**src/rtl/clk_gate_hyst_pkg.sv**
```systemverilog
package clk_gate_hyst_pkg;
    typedef enum logic [1:0] {
        ST_OFF   = 2'd0,
        ST_ON    = 2'd1,
        ST_DRAIN = 2'd2
    } gate_st_e;
endpackage

```
**src/rtl/gate_req_sel.sv**
```systemverilog
module gate_req_sel (
    input  logic hw_req,
    input  logic sw_select,
    input  logic sw_enable,
    input  logic keep_on,
    output logic want
);
    always_comb begin
        if (sw_select) begin
            want = sw_enable | keep_on;
        end else begin
            want = hw_req;
        end
    end
endmodule

```
**src/rtl/gate_off_timer.sv**
```systemverilog
module gate_off_timer
    import clk_gate_hyst_pkg::*;
#(
    parameter int SHORT_OFF = 4,
    parameter int LONG_OFF  = 12
) (
    input  logic clk,
    input  logic rst_n,
    input  logic want,
    input  logic hyst_en,
    input  logic hyst_long,
    output logic gate_on
);
    localparam int CW = $clog2(LONG_OFF + 1);
    localparam logic [CW-1:0] SHORT_LD = CW'(SHORT_OFF - 1);
    localparam logic [CW-1:0] LONG_LD  = CW'(LONG_OFF - 1);

    typedef struct packed {
        gate_st_e      st;
        logic [CW-1:0] cnt;
        logic          gate;
    } tmr_t;

    tmr_t cur_q, nxt_d;

    always_comb begin
        nxt_d = cur_q;
        case (cur_q.st)
            ST_OFF: begin
                if (want) begin
                    nxt_d.st   = ST_ON;
                    nxt_d.gate = 1'b1;
                end
            end
            ST_ON: begin
                if (!want) begin
                    if (hyst_en) begin
                        nxt_d.st  = ST_DRAIN;
                        nxt_d.cnt = hyst_long ? LONG_LD : SHORT_LD;
                    end else begin
                        nxt_d.st   = ST_OFF;
                        nxt_d.gate = 1'b0;
                    end
                end
            end
            ST_DRAIN: begin
                if (want) begin
                    nxt_d.st = ST_ON;
                end else if (cur_q.cnt == '0) begin
                    nxt_d.st   = ST_OFF;
                    nxt_d.gate = 1'b0;
                end else begin
                    nxt_d.cnt = cur_q.cnt - 1'b1;
                end
            end
            default: begin
                nxt_d.st   = ST_OFF;
                nxt_d.gate = 1'b0;
            end
        endcase
    end

    always_ff @(posedge clk or negedge rst_n) begin
        if (!rst_n) begin
            cur_q <= '{st: ST_OFF, cnt: '0, gate: 1'b0};
        end else begin
            cur_q <= nxt_d;
        end
    end

    assign gate_on = cur_q.gate;

    AST_PROMPT_ON: assert property (@(posedge clk) disable iff (!rst_n)
        (want && !gate_on) |=> gate_on);
    AST_FALL_ONLY_IDLE: assert property (@(posedge clk) disable iff (!rst_n)
        $fell(gate_on) |-> !$past(want));
    AST_CNT_BOUND: assert property (@(posedge clk) disable iff (!rst_n)
        cur_q.cnt <= LONG_LD);
endmodule

```
**src/rtl/gate_status_pipe.sv**
```systemverilog
module gate_status_pipe #(
    parameter int SETTLE = 3
) (
    input  logic clk,
    input  logic rst_n,
    input  logic gate_on,
    output logic status
);
    logic [SETTLE-1:0] pipe_d, pipe_q;

    generate
        if (SETTLE > 1) begin : g_deep
            always_comb pipe_d = {pipe_q[SETTLE-2:0], gate_on};
        end else begin : g_single
            always_comb pipe_d = gate_on;
        end
    endgenerate

    always_ff @(posedge clk or negedge rst_n) begin
        if (!rst_n) begin
            pipe_q <= '0;
        end else begin
            pipe_q <= pipe_d;
        end
    end

    assign status = pipe_q[SETTLE-1];
endmodule

```
**src/rtl/clk_gate_hyst.sv**
```systemverilog
module clk_gate_hyst #(
    parameter int SETTLE    = 3,
    parameter int SHORT_OFF = 4,
    parameter int LONG_OFF  = 12
) (
    input  logic clk,
    input  logic rst_n,
    input  logic hw_req,
    input  logic sw_select,
    input  logic sw_enable,
    input  logic keep_on,
    input  logic hyst_en,
    input  logic hyst_long,
    output logic gate_en,
    output logic gate_status
);
    logic want;

    gate_req_sel u_sel (
        .hw_req    (hw_req),
        .sw_select (sw_select),
        .sw_enable (sw_enable),
        .keep_on   (keep_on),
        .want      (want)
    );

    gate_off_timer #(
        .SHORT_OFF (SHORT_OFF),
        .LONG_OFF  (LONG_OFF)
    ) u_tmr (
        .clk       (clk),
        .rst_n     (rst_n),
        .want      (want),
        .hyst_en   (hyst_en),
        .hyst_long (hyst_long),
        .gate_on   (gate_en)
    );

    gate_status_pipe #(
        .SETTLE (SETTLE)
    ) u_stat (
        .clk     (clk),
        .rst_n   (rst_n),
        .gate_on (gate_en),
        .status  (gate_status)
    );

    AST_KEEP_ON_HOLDS: assert property (@(posedge clk) disable iff (!rst_n)
        (sw_select && keep_on && gate_en) |=> gate_en);
    AST_HW_IDLE_CLOSED: assert property (@(posedge clk) disable iff (!rst_n)
        (!sw_select && !hw_req && !gate_en) |=> !gate_en);
endmodule

```
**config.mk**
```make
export PLATFORM = sky130hd
export DESIGN_NAME = clk_gate_hyst
export DESIGN_NICKNAME = d
export VERILOG_FILES = /design/src/rtl/clk_gate_hyst_pkg.sv /design/src/rtl/gate_req_sel.sv /design/src/rtl/gate_off_timer.sv /design/src/rtl/gate_status_pipe.sv /design/src/rtl/clk_gate_hyst.sv
export SDC_FILE = /design/constraint.sdc
export NUM_CORES = 1
export LEC_CHECK = 0
export BUFFER_PORTS_ARGS = -buffer_cell sky130_fd_sc_hd__buf_2
export CAP_MARGIN = 25
export CORE_AREA = 2 2 39 41
export CTS_BUF_LIST = sky130_fd_sc_hd__clkbuf_8
export CTS_CLUSTER_DIAMETER = 80
export DETAILED_ROUTE_END_ITERATION = 8
export DIE_AREA = 0 0 41 43
export GPL_ROUTABILITY_DRIVEN = 0
export GPL_TIMING_DRIVEN = 1
export PLACE_DENSITY = 0.69
export SYNTH_ARGS = -nofsm -noshare
export SYNTH_HDL_FRONTEND = slang
export SYNTH_SLANG_ARGS = --single-unit
export TNS_END_PERCENT = 50
```
**constraint.sdc**
```tcl
create_clock -name clk -period 2.4 [get_ports clk]
set_input_delay 0.72 -clock clk [delete_from_list [all_inputs] [get_ports clk]]
set_output_delay 0.72 -clock clk [all_outputs]
set_load 0.05 [all_outputs]
```
==> results of run 1 <==
-- metal layers --
layer	vias to the layer above	GRT usage [%]	wire [um]
met2	9	21.3	483
met3	2	4.71	33
li1	186	-	-
met5	-	0	0
met1	191	14.8	420
met4	0	12.0	24
-- registers in the layout, indices dropped and copies added, names as in the netlist --
register,cells
u_tmr.cur_q,6
u_stat.pipe_q,3
u_tmr.gate_on,1
-- cell type report --
type                            count  area (sq um)
Inverter                            3          11.3
Tap cell                           16          20.0
Multi-Input combinational cell     33           239
Clock buffer                        4          55.1
Sequential cell                    10           250
Fill cell                         132           763
Timing Repair Buffer                9          45.0
-- cells in the mapped netlist (2+ instances only) --
library cell,count,area (sq um)
sky130_fd_sc_hd__nor2b_1,2,12.5
sky130_fd_sc_hd__o21ai_2,2,17.5
sky130_fd_sc_hd__dfrtp_1,10,250
sky130_fd_sc_hd__o21ai_1,3,15.0
sky130_fd_sc_hd__ha_1,2,25.0
sky130_fd_sc_hd__a21oi_1,2,10.0
sky130_fd_sc_hd__inv_1,3,11.3
sky130_fd_sc_hd__nor2_1,6,22.5
-- cell usage in the layout (no fill, tap or decap), drive strengths merged --
master and n:
nor2 6, o221ai 1, a21o 1, buf 9, inv 3, and3b 1
a22oi 1, and2 1, mux2i 1, dfrtp 10, a31oi 1, and2b 1
nand2b 1, nor2b 2, clkbuf 4, nand2 1, ha 2, nand3 1
a221oi 1, o21ai 6, a21oi 4, nor3 1
-- path summary, 6_finish.rpt --
check                                      start               end  slack (ns)  cells after the start
worst max-delay path               u_tmr.gate_on           gate_en        0.72                      1
worst min-delay path                       rst_n    u_tmr.cur_q[4]        0.33                      1
worst max register to register    u_tmr.cur_q[1]    u_tmr.cur_q[1]        1.14                      5
worst min register to register  u_stat.pipe_q[0]  u_stat.pipe_q[1]        0.35                      0
max in group asynchronous                  rst_n  u_stat.pipe_q[0]        1.87                      1
min in group clk                u_stat.pipe_q[0]  u_stat.pipe_q[1]        0.35                      0
-- metrics by stage --
stage          cell area [sq um]  std cells  utilization (%)  worst slack [ns]
2_1_floorplan                500         46                -             0.980
3_3_place_gp                 566         71             40.9             0.827
3_5_place_dp                 566         71             40.9             0.798
4_1_cts                      621         75             44.8             0.699
5_1_grt                      621         75             44.8             0.669
6_report                     621         75             44.8             0.715
-- cells by family (layout without fill, tap and decap cells) --
| kind of cell | after synthesis | after routing | synth area share [%] |
|---|---|---|---|
| muxes | 1 | 1 | 2.00 |
| and+or+nand+nor | 15 | 15 | 16.0 |
| adders and majority gates | 2 | 2 | 5.00 |
| AOI/OAI and AO/OA | 15 | 15 | 24.8 |
| DFF | 10 | 10 | 50.0 |
| buffers and inverters | 3 | 16 | 2.25 |
-- power groups by stage --
stage | registers [W] | logic [W] | clock network, W
after floorplan | 0.000243 | 0.0000510 | 0
after global placement | 0.000216 | 0.000106 | 0
after detailed placement | 0.000217 | 0.000109 | 0
after CTS | 0.000214 | 0.000109 | 0.000219
after global routing | 0.000217 | 0.000119 | 0.000225
final | 0.000214 | 0.000107 | 0.000211
==> report_table.html, run 1 <==
<table>
<tr><th>Metric</th><th>Value</th></tr>
<tr><th colspan="2">Clock tree</th></tr>
<tr><td>H-tree depth</td><td>1</td></tr>
<tr><td>Post-CTS Repair Setup Buffers</td><td>0</td></tr>
<tr><td>Clock Tree Root</td><td>sky130_fd_sc_hd__clkbuf_8</td></tr>
<tr><td>CTS clock-pin slew for the worst setup and hold paths</td><td>0.05 ns</td></tr>
<tr><td>Number of gates given a new drive strength after cts</td><td>0</td></tr>
<tr><td>Clock latency of the later-clocked register in the worst-skew pair</td><td>0.24 ns</td></tr>
<tr><td>Hold buffer count at cts</td><td>0</td></tr>
<tr><td>TritonCTS clock tree</td><td>done</td></tr>
<tr><td>TritonCTS sink count</td><td>10</td></tr>
<tr><td>CTS buffer count</td><td>3</td></tr>
<tr><td>Largest buffer count on any clock path</td><td>2</td></tr>
<tr><th colspan="2">Timing</th></tr>
<tr><td>Final worst hold slack</td><td>0.334 ns</td></tr>
<tr><td>Final Skew</td><td>0.00284 ns</td></tr>
<tr><td>Total setup violations reported at the end of the flow</td><td>0</td></tr>
<tr><td>Number of max-slew violations in the final report</td><td>0</td></tr>
<tr><td>Final worst-path cycle share</td><td>a little over two thirds</td></tr>
<tr><td>RSZ-0062 raised after global routing</td><td>false</td></tr>
<tr><td>Shortest period the worst path allows</td><td>about 1.7 ns</td></tr>
<tr><td>Tightest Pin Transition</td><td>0.291 ns</td></tr>
<tr><td>Accumulated negative setup slack</td><td>0 ns</td></tr>
<tr><td>Upper clock frequency limit</td><td>594 MHz</td></tr>
<tr><td>Fin. Hold Viols</td><td>0</td></tr>
<tr><td>Max-slew headroom</td><td>between 80% and 90%</td></tr>
<tr><th colspan="2">Floorplan</th></tr>
<tr><td>Number of standard-cell rows in the floorplan</td><td>14</td></tr>
<tr><td>Area inside the core boundary</td><td>about 1400 sq um</td></tr>
<tr><td>Effective utilization at floorplan</td><td>36.2%</td></tr>
<tr><td>Count of boundary I/O pins</td><td>10</td></tr>
<tr><td>X dimension of the die</td><td>41 um</td></tr>
<tr><td>Die height</td><td>43 um</td></tr>
<tr><td>Area of the die</td><td>1760 sq um</td></tr>
<tr><th colspan="2">Power and ir drop</th></tr>
<tr><td>Switching fraction of total power</td><td>between 20% and 30%</td></tr>
<tr><td>Overall power</td><td>0.000532 W</td></tr>
<tr><td>Share of total power in the clock network</td><td>39.6%</td></tr>
<tr><td>Max rail drop VDD</td><td>0.264 mV</td></tr>
<tr><td>Share of total power in combinational logic</td><td>20.2%</td></tr>
<tr><td>Total power density per cell area</td><td>857 nW/um^2</td></tr>
<tr><td>Internal portion of total power</td><td>0.000377 W</td></tr>
<tr><td>Sequential Power Share</td><td>40.2%</td></tr>
<tr><td>Net Switching</td><td>0.000155 W</td></tr>
<tr><td>Leak Pwr</td><td>0.294 nW</td></tr>
<tr><th colspan="2">Worst hold path</th></tr>
<tr><td>Class of the tightest hold or removal check</td><td>in2async</td></tr>
<tr><th colspan="2">Detailed routing</th></tr>
<tr><td>Routed wirelength normalized by instance count</td><td>approximately 13 um</td></tr>
<tr><td>Vias/cell</td><td>5.17</td></tr>
<tr><td>Number of vias after detailed routing</td><td>388</td></tr>
<tr><td>Remaining routing DRC violations</td><td>0</td></tr>
<tr><td>Detailed Routing Iterations Pass 1</td><td>4</td></tr>
<tr><td>Detailed Route Iter0 Violations</td><td>10</td></tr>
<tr><td>Detailed Route WL</td><td>961 um</td></tr>
<tr><td>Count of nets left with antenna violations after detail routing</td><td>0</td></tr>
<tr><th colspan="2">Synth</th></tr>
<tr><td>Number of standard cells after synthesis</td><td>46</td></tr>
<tr><td>Top FF cell, synth</td><td>sky130_fd_sc_hd__dfrtp_1</td></tr>
<tr><td>Synth async-reset ratio</td><td>100%</td></tr>
<tr><td>Share of the yosys chip area belonging to registers</td><td>50.0%</td></tr>
<tr><td>Flop and latch count out of synthesis</td><td>10</td></tr>
<tr><td>Count of flip-flops with a built-in enable after synthesis</td><td>0</td></tr>
<tr><td>Library cells used by synthesis</td><td>24</td></tr>
<tr><td>Yosys warns</td><td>0</td></tr>
<tr><td>Average size of a mapped cell</td><td>10.9 sq um</td></tr>
<tr><td>Synthesized net count</td><td>56</td></tr>
<tr><td>Combined area of all synthesized cells</td><td>500 sq um</td></tr>
<tr><th colspan="2">Layout</th></tr>
<tr><td>Final layout net count</td><td>70</td></tr>
<tr><td>Synth-to-Final Area Change</td><td>24.0%</td></tr>
<tr><td>Number of antenna repair diodes</td><td>0</td></tr>
<tr><td>Proportion of layout cells with a drive suffix above 1</td><td>between 30% and 40%</td></tr>
<tr><th colspan="2">Critical path</th></tr>
<tr><td>Crit path required time</td><td>1.68 ns</td></tr>
<tr><td>Crit start category</td><td>register</td></tr>
<tr><td>Crit Path Category</td><td>reg2out</td></tr>
<tr><td>Crit path max-delay family</td><td>flip-flops</td></tr>
<tr><td>Highest cell delay on the worst timing path</td><td>0.43 ns</td></tr>
<tr><td>Maximum net fanout on the critical path</td><td>5</td></tr>
<tr><td>Critical-path cell list</td><td>buf_2</td></tr>
<tr><td>Worst EP arrival</td><td>approximately 0.96 ns</td></tr>
<tr><td>Slowest cell on the critical path</td><td>sky130_fd_sc_hd__dfrtp_1</td></tr>
<tr><td>Kind of end point of the critical path</td><td>output pin</td></tr>
<tr><td>Buffer and inverter count on the worst path</td><td>1</td></tr>
<tr><th colspan="2">GRT</th></tr>
<tr><td>Maximum number of pins on one net before global-route repair</td><td>11</td></tr>
<tr><td>First-pass GRT wire length</td><td>1590 um</td></tr>
<tr><td>Number of global-route vias before repair</td><td>414</td></tr>
<tr><td>GRT Total Usage</td><td>approximately 14%</td></tr>
<tr><td>Overflow left after global routing</td><td>0</td></tr>
<tr><td>Antenna violations before repair</td><td>0</td></tr>
<tr><th colspan="2">Placement</th></tr>
<tr><td>Detailed placer's ending HPWL</td><td>751 um</td></tr>
<tr><td>Port Buf Inserts</td><td>9</td></tr>
<tr><th colspan="2">Run status</th></tr>
<tr><td>Status</td><td>finished clean</td></tr>
<tr><th colspan="2">Job</th></tr>
<tr><td>Reported max-cap violation count</td><td>0</td></tr>
</table>
(Power assumes the default switching activity.)
==> run 2: changes to the inputs <==
- ABC_AREA: not set -> 1
- PLACE_DENSITY: 0.69 -> 0.75
- clock period: 2.4 -> 1.5 ns (I/O delays scaled with it)
==> run 2 against run 1 <==
Final cell count grew 25%. Critical path depth unchanged. Synthesized cell count rose by 41%. Non-clock buffer count unchanged. Cell area up 6.5%. Sequential power grew 73%. Clock skew decreased by 0.00091 ns. Largest power group unchanged.
==> report_table.html, run 2 <==
<table>
<tr><th>Metric</th><th>Value</th></tr>
<tr><th colspan="2">Detailed routing</th></tr>
<tr><td>Count of nets left with antenna violations after detail routing</td><td>0</td></tr>
<tr><td>Vias/cell</td><td>4.51</td></tr>
<tr><td>Remaining routing DRC violations</td><td>0</td></tr>
<tr><td>Routed wirelength normalized by instance count</td><td>8.96 um</td></tr>
<tr><td>Detailed Route WL</td><td>between 800 and 900 um</td></tr>
<tr><td>Detailed Routing Iterations Pass 1</td><td>4</td></tr>
<tr><td>Number of vias after detailed routing</td><td>424</td></tr>
<tr><td>Detailed Route Iter0 Violations</td><td>6</td></tr>
<tr><th colspan="2">Synth</th></tr>
<tr><td>Most common cell in the netlist</td><td>sky130_fd_sc_hd__nand2_1</td></tr>
<tr><td>Synthesized net count</td><td>75</td></tr>
<tr><td>Dominant combinational cell family by area after synthesis</td><td>simple AND/OR/NAND/NOR gates</td></tr>
<tr><td>Library cells used by synthesis</td><td>15</td></tr>
<tr><td>Post-Synth XOR/XNOR Area</td><td>roughly 1.6%</td></tr>
<tr><td>Top cells by count, synth</td><td>18 x sky130_fd_sc_hd__nand2_1, 10 x sky130_fd_sc_hd__dfrtp_1, 10 x sky130_fd_sc_hd__inv_1</td></tr>
<tr><td>Largest area contributor in the synthesized netlist</td><td>sky130_fd_sc_hd__dfrtp_1</td></tr>
<tr><td>Top cells by area, synth</td><td>sky130_fd_sc_hd__dfrtp_1 46%, sky130_fd_sc_hd__nand2_1 13%, sky130_fd_sc_hd__inv_1 6.9%</td></tr>
<tr><td>Yosys top cell area share</td><td>a little under half</td></tr>
<tr><td>Top FF cell, synth</td><td>sky130_fd_sc_hd__dfrtp_1</td></tr>
<tr><td>Yosys warns</td><td>0</td></tr>
<tr><td>Synth async-reset ratio</td><td>100%</td></tr>
<tr><td>Count of flip-flops with a built-in enable after synthesis</td><td>0</td></tr>
<tr><td>Number of standard cells after synthesis</td><td>65</td></tr>
<tr><td>Share of the yosys chip area belonging to registers</td><td>46.3%</td></tr>
<tr><td>Average size of a mapped cell</td><td>a little over 8 sq um</td></tr>
<tr><td>Flop and latch count out of synthesis</td><td>10</td></tr>
<tr><td>Post-synthesis mux area share</td><td>0%</td></tr>
<tr><td>Simple-gate share of the synthesized area</td><td>32.4%</td></tr>
<tr><td>Complex-gate fraction of the synthesized area</td><td>7.41%</td></tr>
<tr><td>Arithmetic-cell share of the synthesized area counting full adders, half adders and majority gates</td><td>4.63%</td></tr>
<tr><td>Combined area of all synthesized cells</td><td>541 sq um</td></tr>
<tr><th colspan="2">Critical path</th></tr>
<tr><td>Kind of end point of the critical path</td><td>output pin</td></tr>
<tr><td>Crit path required time</td><td>~1.1 ns</td></tr>
<tr><td>Crit Path Category</td><td>reg2out</td></tr>
<tr><td>Reg-to-reg setup timing slack</td><td>0.29 ns</td></tr>
<tr><td>Maximum net fanout on the critical path</td><td>3</td></tr>
<tr><td>Crit start category</td><td>register</td></tr>
<tr><td>Slowest cell on the critical path</td><td>sky130_fd_sc_hd__dfrtp_1</td></tr>
<tr><td>Highest cell delay on the worst timing path</td><td>0.35 ns</td></tr>
<tr><td>Crit path max-delay family</td><td>flip-flops</td></tr>
<tr><td>Buffer and inverter count on the worst path</td><td>1</td></tr>
<tr><td>Worst EP arrival</td><td>between 0.8 and 0.9 ns</td></tr>
<tr><td>Critical-path cell list</td><td>buf_2</td></tr>
<tr><th colspan="2">Clock tree</th></tr>
<tr><td>Number of gates given a new drive strength after cts</td><td>0</td></tr>
<tr><td>Hold buffer count at cts</td><td>0</td></tr>
<tr><td>TritonCTS sink count</td><td>10</td></tr>
<tr><td>TritonCTS clock tree</td><td>done</td></tr>
<tr><td>CTS clock-pin slew for the worst setup and hold paths</td><td>0.05 ns</td></tr>
<tr><td>CTS buffer count</td><td>3</td></tr>
<tr><td>Post-CTS Repair Setup Buffers</td><td>0</td></tr>
<tr><td>Clock Tree Root</td><td>sky130_fd_sc_hd__clkbuf_8</td></tr>
<tr><td>H-tree depth</td><td>1</td></tr>
<tr><td>Clock latency of the later-clocked register in the worst-skew pair</td><td>0.23 ns</td></tr>
<tr><td>Largest buffer count on any clock path</td><td>2</td></tr>
<tr><th colspan="2">Layout</th></tr>
<tr><td>Filler cell count in the final layout</td><td>134</td></tr>
<tr><td>Commonest non-fill, non-tap cell in the layout</td><td>sky130_fd_sc_hd__nand2_1</td></tr>
<tr><td>Synth-to-Final Area Change</td><td>22.2%</td></tr>
<tr><td>Number of flip-flops in the largest register</td><td>6</td></tr>
<tr><td>Final layout net count</td><td>89</td></tr>
<tr><td>Number of antenna repair diodes</td><td>0</td></tr>
<tr><td>Register ranked first by flip-flop count</td><td>u_tmr.cur_q</td></tr>
<tr><td>Proportion of layout cells with a drive suffix above 1</td><td>32.1%</td></tr>
<tr><td>Most used cells in the layout excluding fill and tap cells</td><td>18 x sky130_fd_sc_hd__nand2_1, 10 x sky130_fd_sc_hd__inv_1, 10 x sky130_fd_sc_hd__dfrtp_1</td></tr>
<tr><td>Fin area</td><td>661 sq um</td></tr>
<tr><th colspan="2">Timing</th></tr>
<tr><td>RSZ-0062 raised after global routing</td><td>false</td></tr>
<tr><td>Number of max-slew violations in the final report</td><td>0</td></tr>
<tr><td>Max-slew headroom</td><td>83.4%</td></tr>
<tr><td>Final Skew</td><td>0.00192 ns</td></tr>
<tr><td>Worst setup slack after layout</td><td>0.198 ns</td></tr>
<tr><td>Shortest period the worst path allows</td><td>roughly 1.3 ns</td></tr>
<tr><td>Total setup violations reported at the end of the flow</td><td>0</td></tr>
<tr><td>Fin. Hold Viols</td><td>0</td></tr>
<tr><td>Upper clock frequency limit</td><td>768 MHz</td></tr>
<tr><td>Accumulated negative setup slack</td><td>0 ns</td></tr>
<tr><td>Final worst-path cycle share</td><td>86.8%</td></tr>
<tr><td>Tightest Pin Transition</td><td>0.248 ns</td></tr>
<tr><th colspan="2">Floorplan</th></tr>
<tr><td>X dimension of the die</td><td>between 40 and 50 um</td></tr>
<tr><td>Effective utilization at floorplan</td><td>39.1%</td></tr>
<tr><td>Die height</td><td>43 um</td></tr>
<tr><td>Count of boundary I/O pins</td><td>10</td></tr>
<tr><td>Area inside the core boundary</td><td>1380 sq um</td></tr>
<tr><td>Area of the die</td><td>1760 sq um</td></tr>
<tr><td>Number of standard-cell rows in the floorplan</td><td>14</td></tr>
<tr><th colspan="2">Run status</th></tr>
<tr><td>Status</td><td>finished clean</td></tr>
<tr><th colspan="2">Power and ir drop</th></tr>
<tr><td>Max rail drop VDD</td><td>1.03 mV</td></tr>
<tr><td>Total power density per cell area</td><td>between 1000 and 1500 nW/um^2</td></tr>
<tr><td>Leak Pwr</td><td>0.366 nW</td></tr>
<tr><th colspan="2">GRT</th></tr>
<tr><td>GRT Total Usage</td><td>11.9%</td></tr>
<tr><td>First-pass GRT wire length</td><td>1400 um</td></tr>
<tr><td>Number of global-route vias before repair</td><td>between 300 and 400</td></tr>
<tr><td>Antenna violations before repair</td><td>0</td></tr>
<tr><td>Maximum number of pins on one net before global-route repair</td><td>11</td></tr>
<tr><td>Overflow left after global routing</td><td>0</td></tr>
<tr><th colspan="2">Placement</th></tr>
<tr><td>Port Buf Inserts</td><td>9</td></tr>
<tr><td>Detailed placer's ending HPWL</td><td>699 um</td></tr>
<tr><td>Minimum setup slack after placement</td><td>0.280 ns</td></tr>
<tr><td>Area of placed instances</td><td>between 600 and 700 sq um</td></tr>
<tr><th colspan="2">Worst hold path</th></tr>
<tr><td>Class of the tightest hold or removal check</td><td>in2async</td></tr>
<tr><th colspan="2">Job</th></tr>
<tr><td>Reported max-cap violation count</td><td>0</td></tr>
</table>
run 2: cell families after synthesis:
group | count (synthesis)
and+or+nand+nor | 36
buffers and inverters | 11
DFF | 10
AOI/OAI and AO/OA | 5
adders and majority gates | 2
xor gates and xnor gates | 1
run 2: final timing paths:
check                           cells after the start             start                to
worst max-delay path                                1     u_tmr.gate_on           gate_en
worst max register to register                      8    u_tmr.cur_q[1]    u_tmr.cur_q[3]
min in group clk                                    0  u_stat.pipe_q[1]  u_stat.pipe_q[2]
worst min-delay path                                1             rst_n    u_tmr.cur_q[2]
max in group asynchronous                           1             rst_n    u_tmr.cur_q[6]
worst min register to register                      0  u_stat.pipe_q[1]  u_stat.pipe_q[2]
run 2: through the flow:
| stage | utilization, % | hold slack (ns) | cells | power [W] |
|---|---|---|---|---|
| 6_report | 47.7 | 0.0660 | 94 | 0.000954 |
| 4_1_cts | 47.7 | 0.0696 | 94 | 0.000970 |
| 3_5_place_dp | 43.8 | 0.318 | 90 | 0.000636 |
| 5_1_grt | 47.7 | 0.0780 | 94 | 0.00103 |
| 3_3_place_gp | 43.8 | 0.318 | 90 | 0.000629 |
| 2_1_floorplan | - | 0.154 | 65 | 0.000576 |
run 2: cell type report:
| class | instances | area, sq um | share of cell area, % |
|---|---|---|---|
| sequential | 10 | 250 | 37.9 |
| multi-input combinational | 44 | 249 | 37.7 |
| clock buffer | 4 | 55.1 | 8.33 |
| timing repair buffer | 9 | 45.0 | 6.82 |
| inverter | 11 | 41.3 | 6.25 |
| tap | 16 | 20.0 | 3.03 |
run 2: report_power, final:
part           internal, W  leakage (nW)  total (W)  switching, W
Clock             0.000230        0.0288   0.000326     0.0000963
Sequential        0.000331         0.120   0.000370     0.0000394
Combinational    0.0000871         0.218   0.000258      0.000171
run 2: routing by layer:
| metal | vias up | routed length, um | GRT usage [%] |
|---|---|---|---|
| li1 | 221 | - | - |
| met1 | 193 | 378 | 16.4 |
| met2 | 10 | 405 | 16.6 |
| met3 | 0 | 58 | 7.85 |
| met4 | 0 | 0 | 0 |
| met5 | - | 0 | 0 |
==> run 3: changes to the inputs <==
- PLACE_DENSITY: 0.75 -> 0.73
- SYNTH_HIERARCHICAL: not set -> 1
==> run 3 against run 2 <==
Global-route usage grew 0.47 points. Largest power group unchanged. Final cell count shrank 4.3%. Area after synthesis shrank 4.2%. Total power grew 3.6%. Critical path type unchanged. Sequential share of layout area grew 1.3 points. Critical endpoint unchanged. Critical path depth is the same. Synthesized cell count shrank 6.2%.
==> report_table.html, run 3 <==
<table>
<tr><th>Metric</th><th>Value</th></tr>
<tr><th colspan="2">Detailed routing</th></tr>
<tr><td>Detailed Route Iter0 Violations</td><td>11</td></tr>
<tr><td>Number of vias after detailed routing</td><td>roughly 400</td></tr>
<tr><td>Remaining routing DRC violations</td><td>0</td></tr>
<tr><td>Vias/cell</td><td>between 4 and 5</td></tr>
<tr><td>Detailed Routing Iterations Pass 1</td><td>2</td></tr>
<tr><td>Routed wirelength normalized by instance count</td><td>9.62 um</td></tr>
<tr><td>Detailed Route WL</td><td>866 um</td></tr>
<tr><td>Count of nets left with antenna violations after detail routing</td><td>0</td></tr>
<tr><th colspan="2">Timing</th></tr>
<tr><td>Shortest period the worst path allows</td><td>1.31 ns</td></tr>
<tr><td>Final Skew</td><td>between 0.0007 and 0.0008 ns</td></tr>
<tr><td>Final worst hold slack</td><td>0.0649 ns</td></tr>
<tr><td>Final worst-path cycle share</td><td>87.6%</td></tr>
<tr><td>Upper clock frequency limit</td><td>about 760 MHz</td></tr>
<tr><td>Fin. Hold Viols</td><td>0</td></tr>
<tr><td>Accumulated negative setup slack</td><td>0 ns</td></tr>
<tr><td>Total setup violations reported at the end of the flow</td><td>0</td></tr>
<tr><td>Number of max-slew violations in the final report</td><td>0</td></tr>
<tr><td>Tightest Pin Transition</td><td>0.242 ns</td></tr>
<tr><td>Worst setup slack after layout</td><td>approximately 0.19 ns</td></tr>
<tr><td>RSZ-0062 raised after global routing</td><td>false</td></tr>
<tr><td>Max-slew headroom</td><td>around 84%</td></tr>
<tr><th colspan="2">Power and ir drop</th></tr>
<tr><td>Leak Pwr</td><td>0.355 nW</td></tr>
<tr><td>Total power density per cell area</td><td>1550 nW/um^2</td></tr>
<tr><td>Max rail drop VDD</td><td>0.669 mV</td></tr>
<tr><td>Overall power</td><td>between 0.0009 and 0.001 W</td></tr>
<tr><th colspan="2">GRT</th></tr>
<tr><td>Antenna violations before repair</td><td>0</td></tr>
<tr><td>Maximum number of pins on one net before global-route repair</td><td>11</td></tr>
<tr><td>Number of global-route vias before repair</td><td>356</td></tr>
<tr><td>GRT Total Usage</td><td>12.4%</td></tr>
<tr><td>First-pass GRT wire length</td><td>1370 um</td></tr>
<tr><td>Overflow left after global routing</td><td>0</td></tr>
<tr><th colspan="2">Synth</th></tr>
<tr><td>Top FF cell, synth</td><td>sky130_fd_sc_hd__dfrtp_1</td></tr>
<tr><td>Count of flip-flops with a built-in enable after synthesis</td><td>0</td></tr>
<tr><td>Yosys top cell area share</td><td>48.3%</td></tr>
<tr><td>Top cells by area, synth</td><td>sky130_fd_sc_hd__dfrtp_1 48%, sky130_fd_sc_hd__nand2_1 13%, sky130_fd_sc_hd__inv_1 5.1%</td></tr>
<tr><td>Top cells by count, synth</td><td>18 x sky130_fd_sc_hd__nand2_1, 10 x sky130_fd_sc_hd__dfrtp_1, 7 x sky130_fd_sc_hd__inv_1</td></tr>
<tr><td>Most common cell in the netlist</td><td>sky130_fd_sc_hd__nand2_1</td></tr>
<tr><td>Combined area of all synthesized cells</td><td>a little over 500 sq um</td></tr>
<tr><td>Average size of a mapped cell</td><td>8.49 sq um</td></tr>
<tr><td>Flop and latch count out of synthesis</td><td>10</td></tr>
<tr><td>Synth async-reset ratio</td><td>100%</td></tr>
<tr><td>Yosys warns</td><td>6</td></tr>
<tr><td>Share of the yosys chip area belonging to registers</td><td>48.3%</td></tr>
<tr><td>Synthesized net count</td><td>71</td></tr>
<tr><td>Largest area contributor in the synthesized netlist</td><td>sky130_fd_sc_hd__dfrtp_1</td></tr>
<tr><td>Number of standard cells after synthesis</td><td>61</td></tr>
<tr><td>Library cells used by synthesis</td><td>16</td></tr>
<tr><th colspan="2">Clock tree</th></tr>
<tr><td>Clock Tree Root</td><td>sky130_fd_sc_hd__clkbuf_8</td></tr>
<tr><td>Hold buffer count at cts</td><td>0</td></tr>
<tr><td>CTS buffer count</td><td>3</td></tr>
<tr><td>Clock latency of the later-clocked register in the worst-skew pair</td><td>0.23 ns</td></tr>
<tr><td>CTS clock-pin slew for the worst setup and hold paths</td><td>0.05 ns</td></tr>
<tr><td>H-tree depth</td><td>1</td></tr>
<tr><td>TritonCTS sink count</td><td>10</td></tr>
<tr><td>TritonCTS clock tree</td><td>done</td></tr>
<tr><td>Post-CTS Repair Setup Buffers</td><td>0</td></tr>
<tr><td>Largest buffer count on any clock path</td><td>2</td></tr>
<tr><td>Number of gates given a new drive strength after cts</td><td>0</td></tr>
<tr><th colspan="2">Critical path</th></tr>
<tr><td>Crit start category</td><td>register</td></tr>
<tr><td>Slowest cell on the critical path</td><td>sky130_fd_sc_hd__dfrtp_1</td></tr>
<tr><td>Maximum net fanout on the critical path</td><td>3</td></tr>
<tr><td>Highest cell delay on the worst timing path</td><td>between 0.3 and 0.4 ns</td></tr>
<tr><td>Crit path max-delay family</td><td>flip-flops</td></tr>
<tr><td>Critical-path cell list</td><td>buf_2</td></tr>
<tr><td>Worst EP arrival</td><td>0.86 ns</td></tr>
<tr><td>Reg-to-reg setup timing slack</td><td>roughly 0.26 ns</td></tr>
<tr><td>Crit path required time</td><td>1.05 ns</td></tr>
<tr><td>Crit Path Category</td><td>reg2out</td></tr>
<tr><td>Kind of end point of the critical path</td><td>output pin</td></tr>
<tr><td>Buffer and inverter count on the worst path</td><td>1</td></tr>
<tr><th colspan="2">Layout</th></tr>
<tr><td>Proportion of layout cells with a drive suffix above 1</td><td>about 30%</td></tr>
<tr><td>Number of flip-flops in the largest register</td><td>6</td></tr>
<tr><td>Number of antenna repair diodes</td><td>0</td></tr>
<tr><td>Final layout net count</td><td>85</td></tr>
<tr><td>Filler cell count in the final layout</td><td>144</td></tr>
<tr><td>Storage cell area</td><td>around 250 sq um</td></tr>
<tr><td>Synth-to-Final Area Change</td><td>23.2%</td></tr>
<tr><td>Most used cells in the layout excluding fill and tap cells</td><td>18 x sky130_fd_sc_hd__nand2_1, 10 x sky130_fd_sc_hd__dfrtp_1, 9 x sky130_fd_sc_hd__buf_2</td></tr>
<tr><td>Final Util</td><td>46.1%</td></tr>
<tr><td>Commonest non-fill, non-tap cell in the layout</td><td>sky130_fd_sc_hd__nand2_1</td></tr>
<tr><td>Footprint of the multi-input gates</td><td>between 200 and 250 sq um</td></tr>
<tr><td>Register ranked first by flip-flop count</td><td>u_tmr/cur_q</td></tr>
<tr><th colspan="2">Floorplan</th></tr>
<tr><td>Effective utilization at floorplan</td><td>between 30% and 40%</td></tr>
<tr><td>Number of standard-cell rows in the floorplan</td><td>14</td></tr>
<tr><td>Count of boundary I/O pins</td><td>10</td></tr>
<tr><td>X dimension of the die</td><td>41 um</td></tr>
<tr><td>Area inside the core boundary</td><td>approximately 1400 sq um</td></tr>
<tr><td>Die height</td><td>43 um</td></tr>
<tr><td>Area of the die</td><td>~1800 sq um</td></tr>
<tr><th colspan="2">Placement</th></tr>
<tr><td>Port Buf Inserts</td><td>9</td></tr>
<tr><td>Detailed placer's ending HPWL</td><td>about 700 um</td></tr>
<tr><td>Minimum setup slack after placement</td><td>0.228 ns</td></tr>
<tr><th colspan="2">Worst hold path</th></tr>
<tr><td>Class of the tightest hold or removal check</td><td>in2async</td></tr>
<tr><th colspan="2">Run status</th></tr>
<tr><td>Status</td><td>finished clean</td></tr>
<tr><th colspan="2">Job</th></tr>
<tr><td>Reported max-cap violation count</td><td>0</td></tr>
</table>
-- run 3: changes by cell type in the layout (fill, tap and decap cells not counted), moves of 2 or more --
cell / before / now
sky130_fd_sc_hd__nor2_1: 8 / 4
sky130_fd_sc_hd__inv_1: 10 / 7
sky130_fd_sc_hd__o21ai_1: 0 / 3
sky130_fd_sc_hd__o21ai_2: 3 / 0
sky130_fd_sc_hd__nand4_1: 0 / 2
sky130_fd_sc_hd__o21ai_0: 0 / 2
-- run 3: cell type report --
class                   instances  area share [%]
inverters                       9            5.69
multi-input cells              42            36.3
flip-flops and latches         10            39.2
clock buffers                   4            8.63
well taps                      16            3.14
repair buffers                  9            7.06
-- run 3: path summary, 6_finish.rpt --
path | cells after the start | endpoint | startpoint
max in group asynchronous | 1 | u_tmr/cur_q[6] | rst_n
min in group clk | 0 | u_stat/pipe_q[2] | u_stat/pipe_q[1]
worst min-delay path | 1 | u_tmr/cur_q[5] | rst_n
worst min register to register | 0 | u_stat/pipe_q[2] | u_stat/pipe_q[1]
worst max register to register | 9 | u_tmr/cur_q[2] | u_tmr/cur_q[1]
worst max-delay path | 1 | gate_en | u_tmr/gate_on
-- run 3: layer usage --
metal  wire length (um)  GRT usage (%)  up-vias
li1                   -              -      215
met4                  0           10.0        0
met1                362           15.4      184
met3                 21           3.14        0
met5                  0              0        -
met2                481           17.2        7
-- run 3: logic make-up after synthesis --
family	after synthesis	share of synthesized area, %
DFF	10	48.3
adders and majority gates	2	4.83
and+or+nand+nor	34	33.3
buffers and inverters	9	7.01
xor gates and xnor gates	1	1.69
AOI/OAI and AO/OA	5	4.83
-- run 3: report_power, final --
group,switching (W),internal [W],total (W),leakage [nW]
clock,0.0000999,0.000230,0.000330,0.0288
combinational,0.000183,0.0000912,0.000274,0.202
sequential,0.0000471,0.000337,0.000384,0.124
-- run 3: metrics by stage --
| stage | cells | cell area (sq um) |
|---|---|---|
| final | 90 | 638 |
| after global routing | 90 | 638 |
| after CTS | 90 | 638 |
| after detailed placement | 86 | 583 |
| after global placement | 86 | 583 |
| after floorplan | 61 | 518 |
